## src/rtl/sat_pkg.sv

```systemverilog
package sat_pkg;
  typedef enum logic [1:0] {
    OP_ADD = 2'd0,
    OP_SUB = 2'd1,
    OP_ABS = 2'd2,
    OP_NEG = 2'd3
  } sat_op_e;

  localparam int unsigned NUM_SIZES = 4;

  function automatic int unsigned lane_bits(input int unsigned sz);
    return 8 << sz;
  endfunction
endpackage

```

## src/rtl/sat_lane.sv

```systemverilog
module sat_lane
  import sat_pkg::*;
#(
  parameter int unsigned W = 8
) (
  input  logic [W-1:0] a,
  input  logic [W-1:0] b,
  input  sat_op_e      op,
  input  logic         sgn,
  output logic [W-1:0] res,
  output logic         sat
);
  localparam logic [W-1:0] SMAX = {1'b0, {(W-1){1'b1}}};
  localparam logic [W-1:0] SMIN = {1'b1, {(W-1){1'b0}}};
  localparam int unsigned  XW   = W + 2;

  function automatic logic [W-1:0] negate(input logic [W-1:0] v);
    return ~v + 1'b1;
  endfunction

  logic         unary_op;
  logic         a_is_min;
  logic [W-1:0] un_res;
  logic [W-1:0] bin_res;
  logic         bin_sat;

  assign unary_op = (op == OP_ABS) || (op == OP_NEG);
  assign a_is_min = (a == SMIN);

  always_comb begin
    if (a_is_min)                         un_res = SMAX;
    else if (op == OP_ABS && !a[W-1])     un_res = a;
    else                                  un_res = negate(a);
  end

  generate
    if (W < 64) begin : g_wide_adder
      logic [XW-1:0] xa, xb, xs;
      assign xa = {{2{sgn & a[W-1]}}, a};
      assign xb = {{2{sgn & b[W-1]}}, b};
      assign xs = (op == OP_SUB) ? (xa - xb) : (xa + xb);
      always_comb begin
        if (sgn) begin
          bin_sat = !((xs[XW-1] == xs[W-1]) && (xs[W] == xs[W-1]));
          bin_res = bin_sat ? (xs[XW-1] ? SMIN : SMAX) : xs[W-1:0];
        end else if (xs[XW-1]) begin
          bin_sat = 1'b1;
          bin_res = '0;
        end else if (xs[W]) begin
          bin_sat = 1'b1;
          bin_res = '1;
        end else begin
          bin_sat = 1'b0;
          bin_res = xs[W-1:0];
        end
      end
    end else begin : g_flag_detect
      logic [W:0]   csum;
      logic [W-1:0] diff;
      logic         s_add_ovf, s_sub_ovf;
      assign csum      = {1'b0, a} + {1'b0, b};
      assign diff      = a - b;
      assign s_add_ovf = ~(a[W-1] ^ b[W-1]) & (a[W-1] ^ csum[W-1]);
      assign s_sub_ovf =  (a[W-1] ^ b[W-1]) & (a[W-1] ^ diff[W-1]);
      always_comb begin
        if (op == OP_SUB) begin
          if (sgn) begin
            bin_sat = s_sub_ovf;
            bin_res = bin_sat ? (a[W-1] ? SMIN : SMAX) : diff;
          end else begin
            bin_sat = (a < b);
            bin_res = bin_sat ? '0 : diff;
          end
        end else begin
          if (sgn) begin
            bin_sat = s_add_ovf;
            bin_res = bin_sat ? (a[W-1] ? SMIN : SMAX) : csum[W-1:0];
          end else begin
            bin_sat = csum[W];
            bin_res = bin_sat ? '1 : csum[W-1:0];
          end
        end
      end
    end
  endgenerate

  assign res = unary_op ? un_res : bin_res;
  assign sat = unary_op ? a_is_min : bin_sat;
endmodule

```

## src/rtl/sat_vec_alu.sv

```systemverilog
module sat_vec_alu
  import sat_pkg::*;
#(
  parameter int unsigned VEC_W    = 128,
  parameter int unsigned STATUS_W = 32,
  parameter int unsigned FLAG_BIT = 27
) (
  input  logic                clk,
  input  logic                rst_n,
  input  logic                in_valid,
  input  logic [1:0]          op_sel,
  input  logic [1:0]          size_sel,
  input  logic                signed_mode,
  input  logic                scalar_mode,
  input  logic                full_width,
  input  logic [VEC_W-1:0]    src_a,
  input  logic [VEC_W-1:0]    src_b,
  input  logic                status_clr,
  output logic                out_valid,
  output logic [VEC_W-1:0]    result,
  output logic [STATUS_W-1:0] status
);
  localparam int unsigned MAX_LANES = VEC_W / 8;
  localparam int unsigned HALF      = VEC_W / 2;

  sat_op_e              op;
  logic [VEC_W-1:0]     res_sz [NUM_SIZES];
  logic [MAX_LANES-1:0] sat_sz [NUM_SIZES];
  logic [VEC_W-1:0]     next_res;
  logic                 any_sat;
  logic                 flag_q;

  assign op = sat_op_e'(op_sel);

  for (genvar sz = 0; sz < NUM_SIZES; sz++) begin : g_size
    localparam int unsigned W = lane_bits(sz);
    localparam int unsigned N = VEC_W / W;
    for (genvar i = 0; i < N; i++) begin : g_lane
      logic [W-1:0] l_res;
      logic         l_sat;
      logic         l_en;
      sat_lane #(.W(W)) u_lane (
        .a   (src_a[i*W +: W]),
        .b   (src_b[i*W +: W]),
        .op  (op),
        .sgn (signed_mode),
        .res (l_res),
        .sat (l_sat)
      );
      assign l_en = scalar_mode ? (i == 0) : (full_width || (i < N / 2));
      assign res_sz[sz][i*W +: W] = l_en ? l_res : '0;
      assign sat_sz[sz][i]        = l_en & l_sat;
    end
    if (N < MAX_LANES) begin : g_pad
      assign sat_sz[sz][MAX_LANES-1:N] = '0;
    end
  end

  assign next_res = res_sz[size_sel];
  assign any_sat  = in_valid && (|sat_sz[size_sel]);

  always_ff @(posedge clk) begin
    if (!rst_n) begin
      out_valid <= 1'b0;
      result    <= '0;
      flag_q    <= 1'b0;
    end else begin
      out_valid <= in_valid;
      if (in_valid) result <= next_res;
      flag_q <= (flag_q & ~status_clr) | any_sat;
    end
  end

  always_comb begin
    status           = '0;
    status[FLAG_BIT] = flag_q;
  end

  // one-cycle latency of the valid strobe
  p_latency_r9: assert property (@(posedge clk) disable iff (!rst_n)
    in_valid |=> out_valid);
  p_no_spurious_r9: assert property (@(posedge clk) disable iff (!rst_n)
    !in_valid |=> !out_valid);
  // sticky flag
  p_sticky_r6: assert property (@(posedge clk) disable iff (!rst_n)
    (status[FLAG_BIT] && !status_clr) |=> status[FLAG_BIT]);
  p_clamp_sets_r6: assert property (@(posedge clk) disable iff (!rst_n)
    any_sat |=> status[FLAG_BIT]);
  // idle cycles keep the result
  p_idle_hold_r10: assert property (@(posedge clk) disable iff (!rst_n)
    !in_valid |=> $stable(result));
  // 64-bit vector mode clears the upper half
  p_half_zero_r8: assert property (@(posedge clk) disable iff (!rst_n)
    (in_valid && !scalar_mode && !full_width) |=> (result[VEC_W-1:HALF] == '0));
  // scalar byte mode clears all but lane 0
  p_scalar_zero_r7: assert property (@(posedge clk) disable iff (!rst_n)
    (in_valid && scalar_mode && size_sel == 2'd0) |=> (result[VEC_W-1:8] == '0));
  // unsigned 64-bit subtract floors at zero
  p_usub_floor_r4: assert property (@(posedge clk) disable iff (!rst_n)
    (in_valid && op_sel == 2'd1 && !signed_mode && size_sel == 2'd3 &&
     src_a[63:0] < src_b[63:0]) |=> (result[63:0] == '0));
  // byte abs of the minimum gives the maximum
  p_abs_min_r5: assert property (@(posedge clk) disable iff (!rst_n)
    (in_valid && op_sel == 2'd2 && size_sel == 2'd0 && src_a[7:0] == 8'h80)
    |=> (result[7:0] == 8'h7f));
endmodule

```

## config.mk

```make
export PLATFORM = sky130hd
export DESIGN_NAME = sat_vec_alu
export DESIGN_NICKNAME = d
export VERILOG_FILES = /design/src/rtl/sat_pkg.sv /design/src/rtl/sat_lane.sv /design/src/rtl/sat_vec_alu.sv
export SDC_FILE = /design/constraint.sdc
export NUM_CORES = 2
export LEC_CHECK = 0
export BUFFER_PORTS_ARGS = -buffer_cell sky130_fd_sc_hd__buf_2
export CAP_MARGIN = 10
export CORE_MARGIN = 1
export CORE_UTILIZATION = 43
export DETAILED_ROUTE_END_ITERATION = 10
export SKIP_CTS_REPAIR_TIMING = 1
export SYNTH_ARGS = -nofsm -noshare
export SYNTH_HDL_FRONTEND = slang
export SYNTH_HIERARCHICAL = 1
export SYNTH_SLANG_ARGS = --single-unit
```

## constraint.sdc

```tcl
create_clock -name clk -period 9.3 [get_ports clk]
set_clock_uncertainty 0.2 [all_clocks]
set_input_delay 1.86 -clock clk [delete_from_list [all_inputs] [get_ports clk]]
set_output_delay 1.86 -clock clk [all_outputs]
set_load 0.02 [all_outputs]
```

Word-level counts from Yosys, hierarchy flattened. Index checks and enable logic that the tools add are counted.

$add $sub $neg: 90. Multipliers: 0. Divide/modulo/power cells: 0. Magnitude comparators: 3. Equality and inequality tests: 89. Shift operators: 0. Muxes and demuxes: 428. Bitwise gates (word level): 104. Reduce and logical (&&, ||, !) cells: 91.

Operator list (count): $mux W64 (23); $mux W16 (73); $mux W8 (143); $mux W32 (35); $bmux W128 S2 (1); $mux W128 (2); $add A9 B9 Y10 (16); $mux W10 (16); $sub A9 B9 Y10 (16); $add A17 B17 Y18 (8); $mux W18 (8); $sub A17 B17 Y18 (8); $add A33 B33 Y34 (4); $mux W34 (4); $sub A33 B33 Y34 (4); $add A64 B64 Y65 (2); $add A16 B1 Y16 const B (8); $add A32 B1 Y32 const B (4); $add A64 B1 Y64 const B (2); $add A8 B1 Y8 const B (16); $eq A16 B16 Y1 const B (8); $eq A32 B32 Y1 const B (4); $eq A64 B64 Y1 const B (2); $eq A8 B8 Y1 const B (16); 21 further kinds (382).

Flip-flop bits (word level): 130. Latch bits: 0. RAM bits: 0. ROM bits: 0. Word-level logic and storage cells: 808. Memories: 0.

Longest topological paths before layout.
Depth after elaboration: 15. Depth in mapped cells: 30.

Modules after synthesis. Netlist, hierarchy kept.

By module, submodules not included: sat_lane at g_size[2].g_lane[0].u_lane ... (instances 4, cells an instance 551, area each 3973.8 µm², seq. area each 0.0 µm²); sat_lane at g_size[1].g_lane[0].u_lane ... (instances 6, cells an instance 291, area each 1978.1 µm², seq. area each 0.0 µm²); sat_lane at g_size[3].g_lane[1].u_lane (instances 1, cells an instance 1734, area each 11278.3 µm², seq. area each 0.0 µm²); sat_lane at g_size[3].g_lane[0].u_lane (instances 1, cells an instance 1759, area each 11168.2 µm², seq. area each 0.0 µm²); sat_lane at g_size[0].g_lane[1].u_lane ... (instances 9, cells an instance 149, area each 1073.5 µm², seq. area each 0.0 µm²); sat_vec_alu (instances 1, cells an instance 840, area each 8780.9 µm², seq. area each 2602.5 µm²); sat_lane at g_size[0].g_lane[0].u_lane ... (instances 7, cells an instance 164, area each 1206.2 µm², seq. area each 0.0 µm²); sat_lane at g_size[1].g_lane[1].u_lane ... (instances 2, cells an instance 277, area each 1916.8 µm², seq. area each 0.0 µm²).

Worst setup path after synthesis. OpenSTA, ideal clock, no wires.

Path kind: input-to-reg. From: input port src_b[100]. To: register result[100]. Arrival time: 7.076 ns. Data required time: 8.985 ns. Slack: 1.909 ns. Cell stages on the path: 27. Path buffers: 2. Path through: or3_1 nor4_1 and2_1 nand2_1 or2_2 nor2_1 nand3b_1 nand2_1 xor2_1 ha_1 buf_2 nand2_1 or3_1 nand2b_1 a2111oi_0 nor4_1 xnor2_1 inv_1 ha_1 nand2b_1 nand2b_1 a31oi_2 buf_2 a221oi_1 mux4_2 a21oi_1 nor2b_1.

Word-level cells in the longest chain between the ends: 11.

RTL lines: start: declaration (line sat_vec_alu.sv:17) `input logic [VEC_W-1:0] src_b,`; $add A33 B33 Y34 or $sub A33 B33 Y34 (tied branches) (line sat_lane.sv:41) `assign xs = (op == OP_SUB) ? (xa - xb) : (xa + xb);`; $mux W34 * (line sat_lane.sv:41); $eq A1 B1 Y1 (line sat_lane.sv:44) `bin_sat = !((xs[XW-1] == xs[W-1]) && (xs[W] == xs[W-1]));`; $logic_and A1 B1 Y1 (line sat_lane.sv:44); $mux W32 (line sat_lane.sv:45) `bin_res = bin_sat ? (xs[XW-1] ? SMIN : SMAX) : xs[W-1:0];`; $mux W32 * (line sat_lane.sv:43) `if (sgn) begin`; $mux W32 * (line sat_lane.sv:87) `assign res = unary_op ? un_res : bin_res;`; net g_size[2].g_lane[3].l_res[4] (line sat_vec_alu.sv:39) `logic [W-1:0] l_res;`; $mux W32 * (line sat_vec_alu.sv:51) `assign res_sz[sz][i*W +: W] = l_en ? l_res : '0;`; $bmux W128 S2 * (line sat_vec_alu.sv:59) `assign next_res = res_sz[size_sel];`; $mux W128 (implied by the code) * (2 in series) (line sat_vec_alu.sv:59); end signal: assignment (line sat_vec_alu.sv:69) `if (in_valid) result <= next_res;`; end: declaration (line sat_vec_alu.sv:20) `output logic [VEC_W-1:0] result,`.

Mark *: on every way through the listed nets, which the timed path passes. The rest lies on a longest branch. The select of a mux whose other input is x is not followed. A chain may end at the register's enable or synchronous reset.

Worst setup path in the final report.
From: input port src_b[100]. To: register result[98].

The elaborated chain is that of the path after synthesis.

==> load_flow_metrics.sql <==
INSERT INTO impl_metrics (metric_group, metric, value, unit) VALUES
('status', 'status', 'finished clean', ''),
('logic_synthesis', 'netlist_instances', '11330', ''),
('timing', 'finalMaxSlewViolations', '0', ''),
('logic_synthesis', 'postSynthAreaPerCell', '7.146', 'um2'),
('route', 'drc_errors', '0', ''),
('logic_synthesis', 'ys_warn_count', '6', ''),
('route', 'antenna_violating_nets_post_route', '0', ''),
('timing', 'timing.final.setup_violations', '0', ''),
('setup_path', 'crit_path_end', 'result[98]$_SDFFE_PN0P_', ''),
('clock_network', 'ctsHtreeMaxLevel', '4', ''),
('layout', 'area_delta_synth_final', '7.051', '%'),
('logic_synthesis', 'synth_top_flop_cell', 'dfxtp_1', ''),
('setup_path', 'rr_startpoint', 'result[76]$_SDFFE_PN0P_', ''),
('clock_network', 'cts.sink_count', '130', ''),
('floorplan', 'die-height', '435.8', 'um'),
('placement', 'dpl_cell_area', '86040', 'um2'),
('route', 'routed_wire_length_per_instance', '26.24', 'um'),
('logic_synthesis', 'top_cell_type_by_total_area_after_synthesis', 'ha_1', ''),
('route', 'firstDrtPassIters', '6', ''),
('route', 'detailroute.via_count', '92620', ''),
('setup_path', 'crit_path_max_incr_delay', '0.82', 'ns'),
('setup_path', 'worst_r2r_path_depth', '3', ''),
('layout', 'final_layout_size_suffix_gt1_frac', '0.1318', ''),
('min_path', 'hold_crit_class', 'reg -> reg', ''),
('job', 'max_cap_violations', '0', ''),
('route', 'dr.first_iter.drc_count', '9428', ''),
('route', 'wirelength', '368600', 'um'),
('clock_network', 'clock_tree_from_tritoncts', 'yes', ''),
('grt', 'global_route.usage.total', '0.3675', ''),
('placement', 'numPlacedInstances', '14010', ''),
('layout', 'final_standard_cell_count_with_taps_included_and_fillers_excluded', '14050', ''),
('setup_path', 'end_kind', 'flip-flop', ''),
('setup_path', 'worstReg2RegEnd', 'result[76]$_SDFFE_PN0P_', ''),
('setup_path', 'r2r_slack', '8.09', 'ns'),
('logic_synthesis', 'synth.mux.area_fraction', '0.04238', ''),
('logic_synthesis', 'synth_adder_area_share', '0.1250', ''),
('setup_path', 'critical_path.startpoint', 'src_b[100]', ''),
('floorplan', 'die_area', '189900', 'um2'),
('logic_synthesis', 'async_reset_ff_frac', '0', ''),
('logic_synthesis', 'fraction_of_post_synthesis_cell_area_in_the_top_cell_type_by_area', '0.1166', ''),
('setup_path', 'setup.worst_path.class', 'in -> reg', ''),
('setup_path', 'slowest_stage', 'a2111oi_0', ''),
('clock_network', 'clock_path_buffers', '2', ''),
('pwr', 'irDropWorstVdd', '0.0002088', 'V'),
('grt', 'grt.overflow.total', '0', ''),
('placement', 'dpl.hpwl', '287800', 'um'),
('clock_network', 'clk_root_buffer_cell', 'clkbuf_16', ''),
('clock_network', 'clkTransAtPathRegs', '0.07', 'ns'),
('floorplan', 'top_level_ports', '428', ''),
('grt', 'grt_pass1_wl', '546000', 'um'),
('layout', 'design.final.nets', '12610', ''),
('setup_path', 'worst-path-max-fanout', '31', ''),
('clock_network', 'insertion_delay', '0.58', 'ns'),
('timing', 'worstMarginPinSlew', '1.248', 'ns'),
('timing', 'finalHoldViolCount', '0', ''),
('logic_synthesis', 'simple_gate_share_of_the_synthesized_area', '0.2411', ''),
('grt', 'grt_antenna_before_repair', '9', ''),
('logic_synthesis', 'yosys.area_share.xor_xnor', '0.1459', ''),
('pwr', 'p_leak', '35.57', 'nW'),
('clock_network', 'cts_buffers', '17', ''),
('setup_path', 'worst_setup_path_start_kind', 'primary input', ''),
('floorplan', 'fp.dieW', '435.8', 'um'),
('floorplan', 'start_util', '0.4346', ''),
('timing', 'post-route-min-period', '8.583', 'ns'),
('floorplan', 'placementRows', '158', ''),
('layout', 'layout.filler_cells', '19330', ''),
('pwr', 'cellPowerDensity', '111.7', 'nW/um2'),
('logic_synthesis', 'post_synth_edffs', '0', ''),
('timing', 'max_freq', '0.1165', 'GHz'),
('logic_synthesis', 'synthDistinctLibCells', '141', ''),
('timing', 'grt_setup_unrepaired', 'false', '');
==> worst min path at each step <==
stage,startpoint,end,slack (ns),cells past startpoint
final,flag_q$_SDFF_PN0_,flag_q$_SDFF_PN0_,0.31,1
after global placement,flag_q$_SDFF_PN0_,flag_q$_SDFF_PN0_,0.28,1
after global routing,result[62]$_SDFFE_PN0P_,result[62]$_SDFFE_PN0P_,0.33,1
after detailed placement,result[60]$_SDFFE_PN0P_,result[60]$_SDFFE_PN0P_,0.30,1
after floorplan,flag_q$_SDFF_PN0_,flag_q$_SDFF_PN0_,0.27,1
after CTS,result[60]$_SDFFE_PN0P_,result[60]$_SDFFE_PN0P_,0.32,1
==> kinds of logic (layout without fill, tap and decap cells) <==
family,after synthesis,in the layout
xor gates and xnor gates,1297,1297
other,1,35
adders and majority gates,788,788
and+or+nand+nor,3728,3728
AOI/OAI and AO/OA,3969,3969
DFF,130,130
buffers and inverters,1180,1389
muxes,233,233
==> critical path: cells and delay by family <==
kind,cells,cell delay (ns)
adders and majority gates,2,0.70
xor gates and xnor gates,2,0.32
buffers and inverters,4,0.74
AOI/OAI and AO/OA,4,1.34
and+or+nand+nor,15,3.29
muxes,1,0.51
==> registers in the layout (all words and copies together) (netlist names) <==
name,cells
result,128
flag_q,1
out_valid,1
==> final cells by class <==
class	count	area (um2)	area share
well taps	2480	3103	0.03582
flip-flops and latches	130	2603	0.03004
inverters	613	2301	0.02656
diodes	4	10.01	0.0001155
multi-input cells	10050	73300	0.8461
clock inverters	11	138.9	0.001603
clock buffers	19	442.9	0.005112
repair buffers	746	4738	0.05469
==> cells in the mapped netlist, types with 88 or more instances <==
library cell  instances
a211oi_1            206
a21o_1              179
a21oi_1            1189
a221oi_1            101
a221oi_2            121
a31oi_1              88
and2_1              101
buf_2               148
clkbuf_1            274
dfxtp_1             130
ha_1                754
inv_1               593
nand2_1             733
nand2b_1            211
nand3_1             160
nand4_1              88
nor2_1             1146
nor2b_1             301
nor3_1              247
nor4_1              132
o211ai_1            133
o21a_1               89
o21ai_0             564
o21ai_1              92
o31ai_1             274
or3_1                98
xnor2_1             764
xor2_1              493
==> cells in the final DEF (no fill, tap or decap), drive strengths merged, types with 73 or more instances in the layout <==
| master | count |
|---|---|
| buf | 744 |
| xnor2 | 789 |
| a211oi | 235 |
| nor2b | 308 |
| o31ai | 284 |
| nand2b | 212 |
| or4 | 93 |
| nand4 | 88 |
| a21o | 179 |
| a31oi | 99 |
| inv | 611 |
| mux2 | 91 |
| o21ai | 662 |
| o21bai | 74 |
| nor4 | 156 |
| a22oi | 87 |
| ha | 754 |
| or3 | 101 |
| nand3 | 160 |
| o41ai | 73 |
| nand2 | 744 |
| nor3 | 294 |
| and2 | 107 |
| a21oi | 1204 |
| o211ai | 141 |
| nor2 | 1154 |
| o21a | 89 |
| dfxtp | 130 |
| a221oi | 222 |
| xor2 | 508 |
==> layer usage <==
metal  up-vias  global-route usage  wire length (um)
li1      42490                   -                 -
met1     44410              0.4504            147000
met2      4668              0.5945            165700
met3      1044             0.05476             27820
met4         6              0.2451             28060
met5         -                   0                38
==> where the power goes <==
part	leakage, nW	switching (mW)	internal, mW
Sequential	1.07	0.0623	0.599
Clock	0.284	0.363	0.422
Combinational	34.2	5.10	3.13
Total	35.6	5.53	4.15
(Power assumes the default switching activity.)
